`src/rtl/i2c_tgt_pkg.sv`:
```
package i2c_tgt_pkg;

   typedef enum logic [2:0] {
      ST_IDLE,
      ST_RX,
      ST_ACK_OUT,
      ST_TX,
      ST_ACK_IN,
      ST_IGNORE
   } tgt_state_t;

   typedef enum logic [1:0] {
      BK_ADDR,
      BK_PTR,
      BK_DATA
   } byte_kind_t;

   typedef struct packed {
      logic scl_rise;
      logic scl_fall;
      logic start;
      logic stop;
      logic sda;
   } bus_ev_t;

endpackage

```
`src/rtl/i2c_tgt_sync.sv`:
```
module i2c_tgt_sync #(
   parameter int   STAGES    = 2,
   parameter logic RESET_VAL = 1'b1
) (
   input  logic clk,
   input  logic rst_n,
   input  logic din,
   output logic dout
);

   if (STAGES < 2) begin : g_bad_stages
      $error("i2c_tgt_sync needs at least two stages");
   end

   logic [STAGES-1:0] chain;

   always_ff @(posedge clk or negedge rst_n) begin
      if (!rst_n) chain[0] <= RESET_VAL;
      else        chain[0] <= din;
   end

   for (genvar s = 1; s < STAGES; s++) begin : g_stage
      always_ff @(posedge clk or negedge rst_n) begin
         if (!rst_n) chain[s] <= RESET_VAL;
         else        chain[s] <= chain[s-1];
      end
   end

   assign dout = chain[STAGES-1];

endmodule

```
`src/rtl/i2c_tgt_bus_cond.sv`:
```
module i2c_tgt_bus_cond
   import i2c_tgt_pkg::*;
(
   input  logic    clk,
   input  logic    rst_n,
   input  logic    scl_s,
   input  logic    sda_s,
   output bus_ev_t ev
);

   logic scl_q;
   logic sda_q;

   always_ff @(posedge clk or negedge rst_n) begin
      if (!rst_n) begin
         scl_q <= 1'b1;
         sda_q <= 1'b1;
      end else begin
         scl_q <= scl_s;
         sda_q <= sda_s;
      end
   end

   // SCL held high across both samples qualifies an SDA change as a condition
   always_comb begin
      ev.scl_rise = scl_s & ~scl_q;
      ev.scl_fall = ~scl_s & scl_q;
      ev.start    = scl_s & scl_q & sda_q & ~sda_s;
      ev.stop     = scl_s & scl_q & ~sda_q & sda_s;
      ev.sda      = sda_s;
   end

endmodule

```
`src/rtl/i2c_tgt_proto.sv`:
```
module i2c_tgt_proto
   import i2c_tgt_pkg::*;
#(
   parameter int DATA_W = 8,
   parameter int PTR_W  = 6,
   parameter logic [DATA_W-2:0] DEV_ADDR = 7'h68
) (
   input  logic              clk,
   input  logic              rst_n,
   input  bus_ev_t           ev,
   input  logic [DATA_W-1:0] reg_rdata,
   output logic              sda_oe,
   output logic [PTR_W-1:0]  reg_addr,
   output logic [DATA_W-1:0] reg_wdata,
   output logic              reg_we
);

   localparam int CNT_W = $clog2(DATA_W + 1);
   localparam logic [CNT_W-1:0] CNT_FULL = CNT_W'(DATA_W);
   localparam logic [CNT_W-1:0] CNT_LAST = CNT_W'(DATA_W - 1);

   if (DATA_W != 8) begin : g_bad_width
      $error("i2c_tgt_proto: bus bytes are 8 bits");
   end
   if (PTR_W < 1 || PTR_W > DATA_W) begin : g_bad_ptr
      $error("i2c_tgt_proto: pointer must fit in one byte");
   end

   tgt_state_t        state;
   byte_kind_t        kind;
   logic [CNT_W-1:0]  cnt;
   logic [DATA_W-1:0] rx_sh;
   logic [DATA_W-1:0] tx_sh;
   logic [PTR_W-1:0]  ptr;
   logic              rd_dir;
   logic              nack;

   assign reg_addr = ptr;

   always_ff @(posedge clk or negedge rst_n) begin
      if (!rst_n) begin
         state     <= ST_IDLE;
         kind      <= BK_ADDR;
         cnt       <= '0;
         rx_sh     <= '0;
         tx_sh     <= '0;
         ptr       <= '0;
         rd_dir    <= 1'b0;
         nack      <= 1'b0;
         sda_oe    <= 1'b0;
         reg_wdata <= '0;
         reg_we    <= 1'b0;
      end else begin
         // strobe lasts one cycle; pointer steps as it ends
         if (reg_we) begin
            reg_we <= 1'b0;
            ptr    <= ptr + 1'b1;
         end

         if (ev.start) begin
            state  <= ST_RX;
            kind   <= BK_ADDR;
            cnt    <= '0;
            sda_oe <= 1'b0;
         end else if (ev.stop) begin
            state  <= ST_IDLE;
            sda_oe <= 1'b0;
         end else begin
            case (state)
               ST_RX: begin
                  if (ev.scl_rise && cnt != CNT_FULL) begin
                     rx_sh <= {rx_sh[DATA_W-2:0], ev.sda};
                     cnt   <= cnt + 1'b1;
                  end else if (ev.scl_fall && cnt == CNT_FULL) begin
                     cnt <= '0;
                     case (kind)
                        BK_ADDR: begin
                           if (rx_sh[DATA_W-1:1] == DEV_ADDR) begin
                              rd_dir <= rx_sh[0];
                              state  <= ST_ACK_OUT;
                              sda_oe <= 1'b1;
                           end else begin
                              state <= ST_IGNORE;
                           end
                        end
                        BK_PTR: begin
                           ptr    <= rx_sh[PTR_W-1:0];
                           state  <= ST_ACK_OUT;
                           sda_oe <= 1'b1;
                        end
                        default: begin
                           reg_wdata <= rx_sh;
                           reg_we    <= 1'b1;
                           state     <= ST_ACK_OUT;
                           sda_oe    <= 1'b1;
                        end
                     endcase
                  end
               end

               ST_ACK_OUT: begin
                  if (ev.scl_fall) begin
                     if (kind == BK_ADDR && rd_dir) begin
                        state  <= ST_TX;
                        tx_sh  <= reg_rdata;
                        sda_oe <= ~reg_rdata[DATA_W-1];
                        cnt    <= '0;
                     end else begin
                        state  <= ST_RX;
                        sda_oe <= 1'b0;
                        kind   <= (kind == BK_ADDR) ? BK_PTR : BK_DATA;
                     end
                  end
               end

               ST_TX: begin
                  if (ev.scl_fall) begin
                     if (cnt == CNT_LAST) begin
                        sda_oe <= 1'b0;
                        state  <= ST_ACK_IN;
                        ptr    <= ptr + 1'b1;
                     end else begin
                        tx_sh  <= {tx_sh[DATA_W-2:0], 1'b0};
                        sda_oe <= ~tx_sh[DATA_W-2];
                        cnt    <= cnt + 1'b1;
                     end
                  end
               end

               ST_ACK_IN: begin
                  if (ev.scl_rise) begin
                     nack <= ev.sda;
                  end else if (ev.scl_fall) begin
                     if (nack) begin
                        state <= ST_IGNORE;
                     end else begin
                        state  <= ST_TX;
                        tx_sh  <= reg_rdata;
                        sda_oe <= ~reg_rdata[DATA_W-1];
                        cnt    <= '0;
                     end
                  end
               end

               default: ;
            endcase
         end
      end
   end

endmodule

```
`src/rtl/i2c_regfile_target.sv`:
```
module i2c_regfile_target
   import i2c_tgt_pkg::*;
#(
   parameter int DATA_W      = 8,
   parameter int PTR_W       = 6,
   parameter int SYNC_STAGES = 2,
   parameter logic [DATA_W-2:0] DEV_ADDR = 7'h68
) (
   input  logic              clk,
   input  logic              rst_n,
   input  logic              scl_i,
   input  logic              sda_i,
   output logic              sda_oe,
   output logic [PTR_W-1:0]  reg_addr,
   output logic [DATA_W-1:0] reg_wdata,
   output logic              reg_we,
   input  logic [DATA_W-1:0] reg_rdata
);

   logic    scl_s;
   logic    sda_s;
   bus_ev_t ev;

   i2c_tgt_sync #(.STAGES(SYNC_STAGES), .RESET_VAL(1'b1)) i_scl_sync (
      .clk   (clk),
      .rst_n (rst_n),
      .din   (scl_i),
      .dout  (scl_s)
   );

   i2c_tgt_sync #(.STAGES(SYNC_STAGES), .RESET_VAL(1'b1)) i_sda_sync (
      .clk   (clk),
      .rst_n (rst_n),
      .din   (sda_i),
      .dout  (sda_s)
   );

   i2c_tgt_bus_cond i_cond (
      .clk   (clk),
      .rst_n (rst_n),
      .scl_s (scl_s),
      .sda_s (sda_s),
      .ev    (ev)
   );

   i2c_tgt_proto #(
      .DATA_W   (DATA_W),
      .PTR_W    (PTR_W),
      .DEV_ADDR (DEV_ADDR)
   ) i_proto (
      .clk       (clk),
      .rst_n     (rst_n),
      .ev        (ev),
      .reg_rdata (reg_rdata),
      .sda_oe    (sda_oe),
      .reg_addr  (reg_addr),
      .reg_wdata (reg_wdata),
      .reg_we    (reg_we)
   );

endmodule

```
`config.mk`:
```
export PLATFORM = sky130hd
export DESIGN_NAME = i2c_regfile_target
export DESIGN_NICKNAME = d
export VERILOG_FILES = /design/src/rtl/i2c_tgt_pkg.sv /design/src/rtl/i2c_tgt_sync.sv /design/src/rtl/i2c_tgt_bus_cond.sv /design/src/rtl/i2c_tgt_proto.sv /design/src/rtl/i2c_regfile_target.sv
export SDC_FILE = /design/constraint.sdc
export NUM_CORES = 1
export LEC_CHECK = 0
export BUFFER_PORTS_ARGS = -buffer_cell sky130_fd_sc_hd__buf_2
export CAP_MARGIN = 20
export CELL_PAD_IN_SITES_DETAIL_PLACEMENT = 1
export CELL_PAD_IN_SITES_GLOBAL_PLACEMENT = 1
export CORE_UTILIZATION = 49
export DETAILED_ROUTE_END_ITERATION = 8
export MAX_ROUTING_LAYER = met4
export PLACE_DENSITY = 0.86
export SLEW_MARGIN = 30
export SYNTH_ARGS = -nofsm -noshare
export SYNTH_HDL_FRONTEND = slang
export SYNTH_SLANG_ARGS = --single-unit
```
`constraint.sdc`:
```
create_clock -name clk -period 2.8 [get_ports clk]
set_input_delay 0.14 -clock clk [delete_from_list [all_inputs] [get_ports clk]]
set_output_delay 0.14 -clock clk [all_outputs]
set_load 0.01 [all_outputs]
```
==> results.json, run 1 <==
{
  "slowest_stage": "and4b_1",
  "yosys_warnings": 0,
  "path_cells": "inv_1 > ha_1 > nand3b_1 > nor2_1 > and4b_1 > mux2_1",
  "numCtsBuffers": 5,
  "die_x_um": 73.8,
  "drc": 0,
  "core-area_mm2": 0.00485,
  "ys_ff_latch": 48,
  "crit_family": "simple AND/OR/NAND/NOR gates",
  "ctsLongestPathBuffers": 2,
  "layout_commonest_cell": "dfrtp_1",
  "initialDrtViolationCount": 142,
  "grtUsageTotal_pct": 28.1,
  "fp.dieH_um": 73.8,
  "antenna_found_initial": 0,
  "powerDensity_mw_per_mm2": 749,
  "setup-tns-final_ns": 0,
  "hold_viol": 0,
  "grt_pass1_wl_mm": 10.8,
  "start_util_pct": 52.1,
  "ys_async_sr_fraction_pct": 100,
  "slew_viol_final": 0,
  "syn2layout_area_growth_pct": 12.1,
  "routedWlPerCell_um": 19.6,
  "critPathBufInv": 1,
  "arrival_ns": 2.41,
  "synthFlopType": "dfrtp_1",
  "startpoint_type": "flip-flop",
  "max-cap-violations": 0,
  "setup_viol": 0,
  "cp-end-kind": "flip-flop",
  "synth_area_per_cell_um2": 10.4,
  "drive_gt1_share_pct": 23.3,
  "leakage_nw": 1.31,
  "root_buffer": "clkbuf_8",
  "cts_tree": "done",
  "syn_nets": 258,
  "grt_max_degree": 49,
  "clk_latency_ns": 0.30,
  "routed_wl_mm": 6.69,
  "worst_hold_slack_ns": 0.0935,
  "antenna_cells": 0,
  "grt_pass1_vias": 2107,
  "syn_inst": 243,
  "dp_hpwl_mm": 4.65,
  "syn_area_mm2": 0.00253,
  "final_util_pct": 58.4,
  "rows": 25,
  "min_path_type": "input pin to flip-flop",
  "clkSlewWorstSetupHoldPaths_ns": 0.09,
  "nNetsFinal": 289,
  "status": "finished, final reports clean",
  "io_buffers": 27,
  "cp_max_fo": 9,
  "vias": 2041,
  "worstPathRequired_ns": 2.98,
  "ys_seq_area_share_pct": 47.8,
  "mostFrequentLayoutCells": "dfrtp_1, buf_2, nand2_1",
  "fin_worst_skew_ns": 0.00660,
  "postRouteAntennaNets": 0,
  "max_stage_delay_ns": 0.53,
  "io_pins": 28,
  "tightest_slew_ns": 0.615,
  "ctsResizeCount": 0,
  "finalCriticalPeriod_ns": 2.24,
  "grt_overflow": 0,
  "htreeDepth": 2,
  "relSlewSlack_pct": 58.9,
  "max_freq_mhz": 447,
  "rsz0062_at_grt": "false",
  "fillCellCount": 550,
  "fin_crit_sh_pct": 79.9,
  "routed_via_density": 5.97,
  "place.gp.congestion": 0.875,
  "synth_enable_flop_cells": 0,
  "vdd_drop_max_uv": 503,
  "drt_pre_antenna_iters": 4,
  "worstSetupPathType": "flip-flop to flip-flop",
  "cts_sinks": 48,
  "synth_cell_types": 56,
  "die_area_mm2": 0.00545
}
## flip-flops by register name, indices dropped and copies added, names as in the netlist, 2 cells and up
signal             count
i_proto.kind           2
i_proto.reg_wdata      8
i_proto.reg_addr       6
i_proto.rx_sh          8
i_proto.tx_sh          7
i_proto.state          3
i_proto.cnt            4
## synthesized netlist by cell type (3+ instances only)
cell type	count	area, µm²
mux2_1	9	101
a21o_1	3	22.5
nand2_1	23	86.3
nor2_1	21	78.8
nand4b_1	4	35.0
nor2b_1	5	31.3
mux2_2	9	101
mux2i_1	5	50.1
o31ai_1	3	22.5
ha_1	3	37.5
dfrtp_1	42	1050
nand3_1	7	35.0
a31oi_1	4	25.0
a21oi_1	17	85.1
buf_2	3	15.0
nor3_1	3	15.0
nand2b_1	10	62.6
nand4_1	3	18.8
o21ai_1	7	35.0
o21ai_0	8	40.0
dfstp_2	6	158
inv_1	8	30.0
## path summary, 6_finish.rpt
path                                     startpoint                    to  slack, ns  depth (start not counted)
worst max-delay path                 i_proto.cnt[0]  i_proto.reg_wdata[4]       0.56                          6
worst min-delay path                   reg_rdata[0]      i_proto.tx_sh[0]       0.09                          3
worst max register to register       i_proto.cnt[0]  i_proto.reg_wdata[4]       0.56                          6
worst min register to register  i_sda_sync.chain[0]       i_sda_sync.dout       0.36                          0
max in group asynchronous                     rst_n      i_proto.state[0]       2.00                          2
min in group asynchronous                     rst_n   i_proto.reg_addr[2]       0.38                          2
## logic make-up after synthesis
logic type	Yosys count	share of synthesized area (%)
buf+inv	14	2.82
compound gates	59	15.4
flops	48	47.8
fa+ha+maj	3	1.49
simple gates	96	22.5
mux	23	10.0
## what timing repair did
item,in CTS,in global routing
hold endpoints to repair,44,0
setup buffers,0,0
endpoints found under the setup margin,0,0
hold buffers,3,0
## through the flow
step	setup WS, ns	power [W]	cells	instance area, µm²
after floorplan	0.873	0.00149	243	2530
after global placement	0.707	0.00161	331	2700
after detailed placement	0.632	0.00166	331	2710
after CTS	0.572	0.00212	342	2830
after global routing	0.435	0.00224	342	2830
final	0.563	0.00212	342	2830
## report_power, final
part / internal, W / switching, W
sequential: 0.000833 / 0.000192
combinational: 0.000297 / 0.000351
clock: 0.000203 / 0.000248
## area by class of cell
| cell class | instances | area (µm²) | share of cell area (%) |
|---|---|---|---|
| clock buffer | 6 | 82.6 | 2.92 |
| clock inverter | 2 | 13.8 | 0.486 |
| inverter | 8 | 30.0 | 1.06 |
| multi-input combinational | 181 | 1250 | 44.0 |
| sequential | 48 | 1210 | 42.7 |
| tap | 67 | 83.8 | 2.96 |
| timing repair buffer | 30 | 168 | 5.92 |
## worst register-to-register path, stage by stage, from the launching register on
cell and delay (ns):
dfrtp_1 0.43, inv_1 0.08, ha_1 0.16, nand3b_1 0.23, nor2_1 0.27, and4b_1 0.53, mux2_1 0.41
## layer usage
| metal | vias up | track usage (%) | share of wire (%) |
|---|---|---|---|
| li1 | 947 | - | - |
| met1 | 1031 | 34.6 | 43 |
| met2 | 55 | 47.3 | 52 |
| met3 | 8 | 4.94 | 4.1 |
| met4 | 0 | 8.55 | 1.4 |
| met5 | - | - | 0 |
Power figures use the tool's default switching activity.
==> run 2: changes to the inputs <==
- CORE_UTILIZATION: 49 -> 41
- PLACE_DENSITY: 0.86 -> 0.77
- clock period: 2.8 -> 1.94 ns (I/O delays scaled with it)
==> results.json, run 2 (synthesized netlist as in run 1, its figures left out) <==
{
  "grtUsageTotal_pct": 22.4,
  "final_util_pct": 54.8,
  "core-area_mm2": 0.00592,
  "finalCriticalPeriod_ns": 2.01,
  "place.gp.congestion": 0.888,
  "finalWorstSetupSlack_ns": -0.0663,
  "startpoint": "i_scl_sync.dout",
  "powerDensity_mw_per_mm2": 1080,
  "fin_worst_skew_ns": 0.0142,
  "die_area_mm2": 0.00648,
  "grt_pass1_wl_mm": 10.7,
  "start_util_pct": 42.7,
  "root_buffer": "clkbuf_8",
  "vdd_drop_max_uv": 583,
  "routed_via_density": 5.59,
  "mostFrequentLayoutCells": "dfrtp_1, buf_4, buf_2",
  "grt_max_degree": 49,
  "ctsLongestPathBuffers": 2,
  "final_cells": 390,
  "rows": 28,
  "startpoint_type": "flip-flop",
  "initialDrtViolationCount": 106,
  "r2r-start": "i_scl_sync.dout",
  "arrival_ns": 2.23,
  "max-cap-violations": 0,
  "antenna_cells": 0,
  "io_buffers": 27,
  "cp_max_fo": 8,
  "drt_pre_antenna_iters": 4,
  "hold_viol": 0,
  "grt_overflow": 0,
  "setup-tns-final_ns": -0.169,
  "cp-end-kind": "flip-flop",
  "violations": "negative setup slack",
  "rsz0062_at_grt": "true",
  "tightest_slew_ns": 0.608,
  "fin_crit_sh_pct": 103,
  "syn2layout_area_growth_pct": 28.3,
  "leakage_nw": 1.52,
  "clk_latency_ns": 0.31,
  "dpl.cell_count": 373,
  "numCtsBuffers": 5,
  "nNetsFinal": 329,
  "finalInstanceArea_mm2": 0.00324,
  "clkSlewWorstSetupHoldPaths_ns": 0.10,
  "drc": 0,
  "htreeDepth": 2,
  "hold_start": "reg_rdata[0]",
  "min_path_type": "input pin to flip-flop",
  "io_pins": 28,
  "routedWlPerCell_um": 17.5,
  "vias": 2180,
  "antenna_found_initial": 0,
  "status": "finished with violations",
  "placed_area_mm2": 0.00297,
  "layout_commonest_cell": "dfrtp_1",
  "worstSetupPathType": "flip-flop to flip-flop",
  "grt_pass1_vias": 2197,
  "worstPathRequired_ns": 2.17,
  "setup_viol": 4,
  "routed_wl_mm": 6.84,
  "relSlewSlack_pct": 59.5,
  "max_freq_mhz": 498,
  "die_x_um": 80.5,
  "drive_gt1_share_pct": 40.3,
  "cts_sinks": 48,
  "cts_tree": "done",
  "fp.dieH_um": 80.5,
  "dp_hpwl_mm": 4.70,
  "reg_top3": "i_proto.reg_wdata x8, i_proto.rx_sh x8, i_proto.tx_sh x7",
  "slew_viol_final": 0,
  "postRouteAntennaNets": 0
}
[run 2: cell types whose count changed in the layout (fill, tap and decap cells not counted), sizes merged]
cell  previous run  this run
buf             27        67
[run 2: stage by stage]
| step | setup WS (ns) | power [W] | hold slack (ns) |
|---|---|---|---|
| after floorplan | 0.0133 | 0.00215 | -0.199 |
| after global placement | -0.0323 | 0.00261 | 0.203 |
| after detailed placement | -0.0623 | 0.00268 | 0.204 |
| after CTS | -0.0543 | 0.00337 | 0.0245 |
| after global routing | -0.169 | 0.00370 | 0.0799 |
| final | -0.0663 | 0.00350 | 0.0355 |
[run 2: worst max-delay path, stage by stage (launching register included)]
cell	delay, ns
dfstp_2	0.63
buf_4	0.14
nand2b_1	0.07
o21ai_1	0.14
or4b_4	0.50
or2_4	0.29
o31ai_4	0.16
[run 2: final cells by class]
| cell class | instances | area (µm²) |
|---|---|---|
| tap | 75 | 93.8 |
| sequential | 48 | 1210 |
| multi-input combinational | 181 | 1330 |
| inverter | 8 | 30.0 |
| clock inverter | 2 | 13.8 |
| timing repair buffer | 70 | 477 |
| fill | 679 | 2680 |
| clock buffer | 6 | 82.6 |
[run 2: final timing paths]
| path | to | depth (start not counted) | slack (ns) |
|---|---|---|---|
| max | i_proto.cnt[3] | 6 | -0.07 |
| min | i_proto.tx_sh[0] | 3 | 0.04 |
| max reg2reg | i_proto.cnt[3] | 6 | -0.07 |
| min reg2reg | i_sda_sync.dout | 0 | 0.36 |
| max in group asynchronous | i_proto.state[0] | 3 | 1.06 |
| min in group asynchronous | i_proto.reg_addr[2] | 3 | 0.40 |
[run 2: what timing repair did]
item                                   CTS  global route
setup endpoints to repair               13            28
endpoints found under the hold margin   44             0
gates resized for setup                  3            30
pin swaps                                1            11
buffers inserted                         1             5
hold buffers                             3             0
[run 2: report_power, final]
part	internal (W)	switching (W)	total [W]
sequential	0.00121	0.000210	0.00142
clock	0.000292	0.000359	0.000652
combinational	0.000731	0.000697	0.00143
[run 2: metal layers]
metal	up-vias	global-route usage, %	wire length (µm)
met4	0	6.96	94
met1	1099	28.7	3030
met2	39	36.1	3510
met5	-	-	0
met3	10	3.86	204
li1	1032	-	-
==> run 3: changes to the inputs <==
- REMOVE_ABC_BUFFERS: unset -> 1
==> results.json, run 3 (synthesized netlist as in run 1, its figures left out) <==
{
  "antenna_cells": 0,
  "final_cells": 406,
  "fin_worst_skew_ns": 0.0106,
  "clkSlewWorstSetupHoldPaths_ns": 0.10,
  "vias": 2355,
  "place.gp.congestion": 0.873,
  "routedWlPerCell_um": 21.2,
  "violations": "negative setup slack",
  "start_util_pct": 42.7,
  "worst_hold_slack_ns": 0.0370,
  "cp-end-kind": "flip-flop",
  "antenna_found_initial": 0,
  "drt_pre_antenna_iters": 4,
  "mostFrequentLayoutCells": "buf_4, dfrtp_1, buf_2",
  "total_power_w": 0.00396,
  "io_pins": 28,
  "finalInstanceArea_mm2": 0.00348,
  "hold_start": "reg_rdata[0]",
  "ctsLongestPathBuffers": 2,
  "tightest_slew_ns": 0.644,
  "max_stage_delay_ns": 0.40,
  "grt_pass1_vias": 2303,
  "fin_crit_sh_pct": 104,
  "final_util_pct": 58.7,
  "grt_overflow": 0,
  "rsz0062_at_grt": "true",
  "max-cap-violations": 0,
  "r2r-start": "i_proto.cnt[0]",
  "rows": 28,
  "fillCellCount": 661,
  "placed_area_mm2": 0.00300,
  "slew_viol_final": 0,
  "r2r_end": "i_proto.cnt[3]",
  "hold_viol": 0,
  "grtUsageTotal_pct": 24.7,
  "fp.dieH_um": 80.5,
  "layout_commonest_cell": "buf_4",
  "drive_gt1_share_pct": 45.3,
  "setup_viol": 13,
  "numCtsBuffers": 5,
  "nNetsFinal": 346,
  "status": "finished with violations",
  "crit_family": "simple AND/OR/NAND/NOR gates",
  "dp_hpwl_mm": 5.21,
  "leakage_nw": 1.63,
  "vdd_drop_max_uv": 551,
  "htreeDepth": 2,
  "cp_max_fo": 5,
  "die_area_mm2": 0.00648,
  "reg2reg_depth": 7,
  "syn2layout_area_growth_pct": 37.7,
  "path_cells": "buf_4 > ha_1 > and4b_1 > o2111ai_1 > nand3_4 > or2_4 > o31ai_4",
  "powerDensity_mw_per_mm2": 1140,
  "grt_pass1_wl_mm": 11.6,
  "initialDrtViolationCount": 133,
  "cts_sinks": 48,
  "reg_top3": "i_proto.reg_wdata x8, i_proto.rx_sh x8, i_proto.tx_sh x7",
  "worstPathRequired_ns": 2.17,
  "slowest_stage": "dfrtp_1",
  "postRouteAntennaNets": 0,
  "relSlewSlack_pct": 57.1,
  "reg2reg_slack_ns": -0.09,
  "cts_tree": "done",
  "critPathBufInv": 1,
  "dpl.cell_count": 374,
  "finalCriticalPeriod_ns": 2.03,
  "root_buffer": "clkbuf_8",
  "worstSetupPathType": "flip-flop to flip-flop",
  "routed_wl_mm": 8.61,
  "finalWorstSetupSlack_ns": -0.0864,
  "hold_end": "i_proto.tx_sh[0]",
  "die_x_um": 80.5,
  "startpoint_type": "flip-flop",
  "grt_max_degree": 26,
  "clk_latency_ns": 0.31,
  "arrival_ns": 2.26,
  "drc": 0,
  "max_freq_mhz": 493,
  "io_buffers": 27,
  "core-area_mm2": 0.00592,
  "routed_via_density": 5.80,
  "min_path_type": "input pin to flip-flop",
  "min_path_cells": 3
}
## run 3: cell types whose count changed in the layout (fill, tap and decap cells not counted), sizes merged
cell	delta
buf	+17
inv	-1
clkinv	-1
clkbuf	-1
bufinv	+2
## run 3: worst max-delay path by stage
stage	to	slack, ns	from	cells after the start
finish	i_proto.cnt[3]	-0.09	i_proto.cnt[0]	7
global route	i_proto.cnt[3]	-0.16	i_proto.cnt[0]	9
CTS	i_proto.cnt[3]	-0.02	i_proto.cnt[0]	7
detailed placement	i_proto.cnt[3]	-0.15	i_proto.cnt[0]	8
global placement	i_proto.cnt[3]	-0.04	i_proto.cnt[0]	8
floorplan	i_proto.cnt[3]	0.01	i_proto.cnt[0]	7
## run 3: per-layer routing
layer | global-route usage (%) | up-vias | part of all wire [%]
met1 | 29.0 | 1200 | 43
met3 | 5.23 | 16 | 3.8
li1 | - | 1063 | -
met5 | - | - | 0
met4 | 7.50 | 0 | 2.3
met2 | 42.2 | 76 | 51
## run 3: power breakdown
| group | internal [W] | total [W] | switching, W |
|---|---|---|---|
| combinational | 0.000835 | 0.00162 | 0.000785 |
| clock | 0.000508 | 0.000867 | 0.000359 |
| sequential | 0.00121 | 0.00147 | 0.000265 |
## run 3: what timing repair did
| action | in CTS | in global routing |
|---|---|---|
| hold endpoints to repair | 19 | 0 |
| setup buffers | 9 | 13 |
| pin swaps | 8 | 13 |
| gates cloned | 0 | 1 |
| resized for setup | 10 | 33 |
| hold buffers | 3 | 0 |
| setup endpoints to repair | 17 | 28 |
## run 3: final cells by class
cell class	instances	area, µm²	area share [%]
multi-input combinational	181	1380	39.7
sequential	48	1210	34.9
timing repair buffer	87	633	18.2
tap	75	93.8	2.70
clock buffer	5	68.8	1.98
clock inverter	2	60.1	1.73
inverter	8	30.0	0.863
## run 3: tightest hold or removal path: stages
cell and delay, ns:
buf_2 0.10, nand3_1 0.05, o21ai_1 0.06
## run 3: through the flow
step / TNS (ns) / setup WS (ns)
2_1_floorplan: 0 / 0.0130
3_3_place_gp: -0.0431 / -0.0431
3_5_place_dp: -0.683 / -0.153
4_1_cts: -0.0394 / -0.0218
5_1_grt: -1.52 / -0.160
6_report: -0.542 / -0.0864
